## config.mk

```make
export PLATFORM = sky130hd
export DESIGN_NAME = can_drv_integ
export DESIGN_NICKNAME = d
export VERILOG_FILES = /design/src/rtl/can_drv_pkg.sv /design/src/rtl/can_drv_decode.sv /design/src/rtl/can_bus_integrator.sv /design/src/rtl/can_drv_integ.sv
export SDC_FILE = /design/constraint.sdc
export NUM_CORES = 1
export LEC_CHECK = 0
export BUFFER_PORTS_ARGS = -buffer_cell sky130_fd_sc_hd__buf_2
export CAP_MARGIN = 10
export CORE_AREA = 2 2 39 41
export DETAILED_ROUTE_END_ITERATION = 12
export DIE_AREA = 0 0 41 43
export GPL_TIMING_DRIVEN = 0
export REMOVE_ABC_BUFFERS = 1
export SLEW_MARGIN = 40
export SYNTH_ARGS = -nofsm -noshare
export SYNTH_HDL_FRONTEND = slang
export SYNTH_SLANG_ARGS = --single-unit
```

## constraint.sdc

```tcl
create_clock -name clk -period 1.5 [get_ports clk]
set_input_delay 0.225 -clock clk [delete_from_list [all_inputs] [get_ports clk]]
set_output_delay 0.225 -clock clk [all_outputs]
set_load 0.005 [all_outputs]
```

## src/rtl/can_drv_pkg.sv

```systemverilog
package can_drv_pkg;
   localparam int unsigned NUM_TX_PINS = 2;

   typedef enum logic [NUM_TX_PINS-1:0] {
      DRV_OFF  = 2'b00,
      DRV_PIN0 = 2'b01,
      DRV_PIN1 = 2'b10,
      DRV_BOTH = 2'b11
   } drv_mode_e;
endpackage

```

## src/rtl/can_drv_decode.sv

```systemverilog
module can_drv_decode
   import can_drv_pkg::*;
#(
   parameter int unsigned PINS = NUM_TX_PINS
) (
   input  logic [PINS-1:0] en_field,
   output logic [PINS-1:0] pin_oe,
   output logic            cmp_en
);
   if (PINS < 1) begin : g_bad_pins
      $error("can_drv_decode: PINS must be at least 1");
   end

   // one enable bit per transmit pin
   for (genvar p = 0; p < PINS; p++) begin : g_pin
      assign pin_oe[p] = en_field[p];
   end

   // the comparator follows the any-driver-on condition
   always_comb begin
      cmp_en = (en_field != '0);
   end
endmodule

```

## src/rtl/can_bus_integrator.sv

```systemverilog
module can_bus_integrator #(
   parameter int unsigned RUN_LEN      = 11,
   parameter bit          RX_RECESSIVE = 1'b1,
   localparam int unsigned CNT_W       = $clog2(RUN_LEN + 1)
) (
   input  logic             clk,
   input  logic             rst_n,
   input  logic             active,
   input  logic             strobe,
   input  logic             rx_level,
   output logic [CNT_W-1:0] run_cnt,
   output logic             ready
);
   if (RUN_LEN < 1) begin : g_bad_len
      $error("can_bus_integrator: RUN_LEN must be at least 1");
   end

   logic is_recessive;

   if (RX_RECESSIVE) begin : g_pol_high
      assign is_recessive = rx_level;
   end else begin : g_pol_low
      assign is_recessive = ~rx_level;
   end

   localparam logic [CNT_W-1:0] LAST = CNT_W'(RUN_LEN - 1);

   always_ff @(posedge clk or negedge rst_n) begin
      if (!rst_n) begin
         run_cnt <= '0;
         ready   <= 1'b0;
      end else if (!active) begin
         run_cnt <= '0;
         ready   <= 1'b0;
      end else if (!ready && strobe) begin
         if (!is_recessive) begin
            run_cnt <= '0;
         end else if (run_cnt == LAST) begin
            run_cnt <= '0;
            ready   <= 1'b1;
         end else begin
            run_cnt <= run_cnt + 1'b1;
         end
      end
   end
endmodule

```

## src/rtl/can_drv_integ.sv

```systemverilog
module can_drv_integ
   import can_drv_pkg::*;
#(
   parameter int unsigned RUN_LEN      = 11,
   parameter bit          RX_RECESSIVE = 1'b1,
   localparam int unsigned CNT_W       = $clog2(RUN_LEN + 1)
) (
   input  logic       clk,
   input  logic       rst_n,
   input  logic [1:0] drv_en,
   input  logic       bit_strobe,
   input  logic       rx_level,
   output logic       tx0_oe,
   output logic       tx1_oe,
   output logic       rx_cmp_en,
   output logic       bus_ready
);
   logic [NUM_TX_PINS-1:0] pin_oe;
   logic [CNT_W-1:0]       run_cnt;

   can_drv_decode #(.PINS(NUM_TX_PINS)) u_decode (
      .en_field (drv_en),
      .pin_oe   (pin_oe),
      .cmp_en   (rx_cmp_en)
   );

   can_bus_integrator #(
      .RUN_LEN      (RUN_LEN),
      .RX_RECESSIVE (RX_RECESSIVE)
   ) u_integ (
      .clk      (clk),
      .rst_n    (rst_n),
      .active   (rx_cmp_en),
      .strobe   (bit_strobe),
      .rx_level (rx_level),
      .run_cnt  (run_cnt),
      .ready    (bus_ready)
   );

   assign tx0_oe = pin_oe[0];
   assign tx1_oe = pin_oe[1];
endmodule

```

==> flow_summary.yaml <==
status:
  status: "completed"
global_routing:
  grt_pass1_wl_mm: 1.13
  antenna_found_initial: 0
  grt.overflow.total: 0
  grt_max_degree: 10
  grt_pass1_vias: 292
  grt_usage_pct: 10.0
synth:
  syn_inst: 34
  synth_simple_gate_area_share_pct: 28.7
  synth_top_area_share_pct: 38.8
  postSynth.asyncResetShare_pct: 100
  ys_seq_area_share_pct: 38.8
  synthFlopType: "dfrtp_1"
  yosysWarnings: 0
  synthMuxAreaShare_pct: 0
  ys_seq_elements: 5
  synth_cell_types: 18
  synth_area_leaders: "dfrtp_1 (39%), ha_1 (7.8%), nand3_1 (6.2%), o21ai_0 (6.2%), and3b_1 (5.4%)"
  syn_area_um2: 323
  syn_avg_cell_area_um2: 9.49
  synth_top_family_by_area: "simple AND/OR/NAND/NOR gates"
  synth.most_common_cell: "dfrtp_1"
  synth_area_leader_cell: "dfrtp_1"
  synth_adder_area_share_pct: 7.75
  synth_edf_count: 0
  synth-xor-area-share_pct: 0
  synth_compound_area_share_pct: 17.4
  yosys-top-cells-count: "dfrtp_1 (5), nand3_1 (4), o21ai_0 (4)"
timing:
  slew_viol_final: 0
  fin_crit_sh_pct: 85.1
  relSlewSlack_pct: 82.6
  setup_tns_ns: 0
  max_freq_ghz: 0.783
  finalClockSkew_ns: 0.00263
  setup_viol: 0
  rsz0062_at_grt: "no"
  hold_viol_final: 0
  min_period_ns: 1.28
  tightest_slew_ns: 0.261
  fin_hold_ws_ns: 0.329
drt:
  wl_um: 593
  viasPerCell: 4.72
  vias: 288
  route.detailed.drc: 0
  firstDrtPassIters: 4
  drtIter0Drc: 2
  drt.antenna.violating_nets: 0
  wl_per_cell_um: 9.72
setup_path:
  worstSetupPathType: "register to register"
  r2r_end: "u_integ.run_cnt[3]$_DFFE_PN0P_"
  r2r_start: "u_integ.run_cnt[0]$_DFFE_PN0P_"
  critPathCaptureType: "register"
  cp-start-kind: "register"
  worstPathArrival_ns: 1.43
  reg2reg_depth: 4
  r2r_setup_slack_ns: 0.22
  crit_fanout: 6
  worstPathRequired_ns: 1.66
power:
  powerDensity_nw_per_um2: 821
  power.total_mw: 0.332
  leakage_nw: 0.190
  max-vdd-ir-drop_mv: 0.379
floorplan:
  coreArea_um2: 1380
  die_y_um: 43
  initial_core_util_pct: 23.3
  ios: 10
  dieArea_um2: 1760
  num_rows: 14
  die_w_um: 41
clocking:
  clockRootBuffer: "clkbuf_4"
  path_clk_slew_ns: 0.04
  clk_latency_ns: 0.23
  cts_made_buffers: 3
  htree_levels: 1
  numClockSinks: 5
  cts_tree: "yes"
  clockBufferDepth: 2
  cts_setup_buffers: 0
job:
  drv_cap: 0
hold_path:
  hp-class: "input pin to async pin"
layout:
  antenna_cells: 0
  seqCellArea_um2: 125
  syn_to_final_growth_pct: 25.2
  nFillCells: 150
  finalNetCount: 54
  final_layout_size_suffix_gt1_share_pct: 28.9
  multi_input_area_um2: 174
placed_design:
  io_buffers: 9
  place_congestion: 0.740
==> cells by family after synthesis <==
group,Yosys count
and+or+nand+nor,15
adders and majority gates,2
AOI/OAI and AO/OA,8
DFF,5
buffers and inverters,4
==> metal layers <==
layer | global-route usage (%) | up-vias | part of all wire, %
met4 | 10.0 | 0 | 0
li1 | - | 142 | -
met3 | 3.14 | 0 | 3.4
met5 | 0 | - | 0
met2 | 14.1 | 8 | 55
met1 | 10.9 | 138 | 42
==> per-stage QoR <==
step	setup slack (ns)	cell area [um^2]	std cells	utilization, %
after global placement	0.247	368	56	26.6
after CTS	0.217	404	61	29.2
after floorplan	0.309	303	31	-
after detailed placement	0.229	368	56	26.6
final	0.223	404	61	29.2
after global routing	0.144	404	61	29.2
==> how the worst max path moves through the flow <==
stage                                              start                             end  slack (ns)  cells past startpoint
after floorplan           u_integ.run_cnt[0]$_DFFE_PN0P_  u_integ.run_cnt[3]$_DFFE_PN0P_        0.31                      4
after global placement    u_integ.run_cnt[0]$_DFFE_PN0P_  u_integ.run_cnt[3]$_DFFE_PN0P_        0.25                      4
after detailed placement  u_integ.run_cnt[0]$_DFFE_PN0P_  u_integ.run_cnt[3]$_DFFE_PN0P_        0.23                      4
after CTS                 u_integ.run_cnt[0]$_DFFE_PN0P_  u_integ.run_cnt[3]$_DFFE_PN0P_        0.22                      4
after global routing      u_integ.run_cnt[0]$_DFFE_PN0P_  u_integ.run_cnt[3]$_DFFE_PN0P_        0.14                      4
final                     u_integ.run_cnt[0]$_DFFE_PN0P_  u_integ.run_cnt[3]$_DFFE_PN0P_        0.22                      4
==> cell usage in the layout, fill, tap and decap left out <==
| master | Yosys | layout |
|---|---|---|
| dlygate4sd3_1 | 0 | 1 |
| nand3b_1 | 1 | 1 |
| or3b_1 | 1 | 1 |
| o2111ai_1 | 1 | 1 |
| buf_2 | 1 | 9 |
| ha_1 | 2 | 2 |
| nor2b_1 | 1 | 1 |
| nand2_1 | 3 | 3 |
| o211ai_2 | 1 | 1 |
| clkbuf_4 | 0 | 3 |
| nand4b_1 | 1 | 1 |
| nand3_1 | 4 | 4 |
| and3b_1 | 2 | 2 |
| or2_1 | 1 | 1 |
| dfrtp_1 | 5 | 5 |
| nand2b_1 | 1 | 1 |
| a21boi_0 | 2 | 2 |
| inv_1 | 1 | 1 |
| clkbuf_1 | 0 | 1 |
| o21ai_0 | 4 | 4 |
==> final cells by class <==
class / count / area share, %
clock buffer: 4 / 6.50
inverter: 1 / 0.929
multi-input combinational: 25 / 43.0
sequential: 5 / 31.0
tap: 16 / 4.95
timing repair buffer: 10 / 13.6
==> power by group <==
part	switching (mW)	internal, mW	leakage (nW)
registers	0.00594	0.141	0.0687
logic	0.0197	0.0171	0.106
clock network	0.0482	0.100	0.0150
total	0.0738	0.258	0.190
==> critical path, cell delays in order, from the launching register on <==
cell and delay [ns]:
dfrtp_1 0.40, inv_1 0.06, ha_1 0.23, or3b_1 0.37, o211ai_2 0.14
==> what timing repair did <==
action | in CTS | in global routing
resized for setup | 0 | 0
hold buffers | 1 | 0
setup endpoints to repair | 0 | 0
endpoints found under the hold margin | 5 | 0
==> registers in the layout, summed over array words and instances, names as in the netlist <==
| name | count |
|---|---|
| u_integ.run_cnt | 4 |
| u_integ.ready | 1 |
Power figures use the tool's default switching activity.
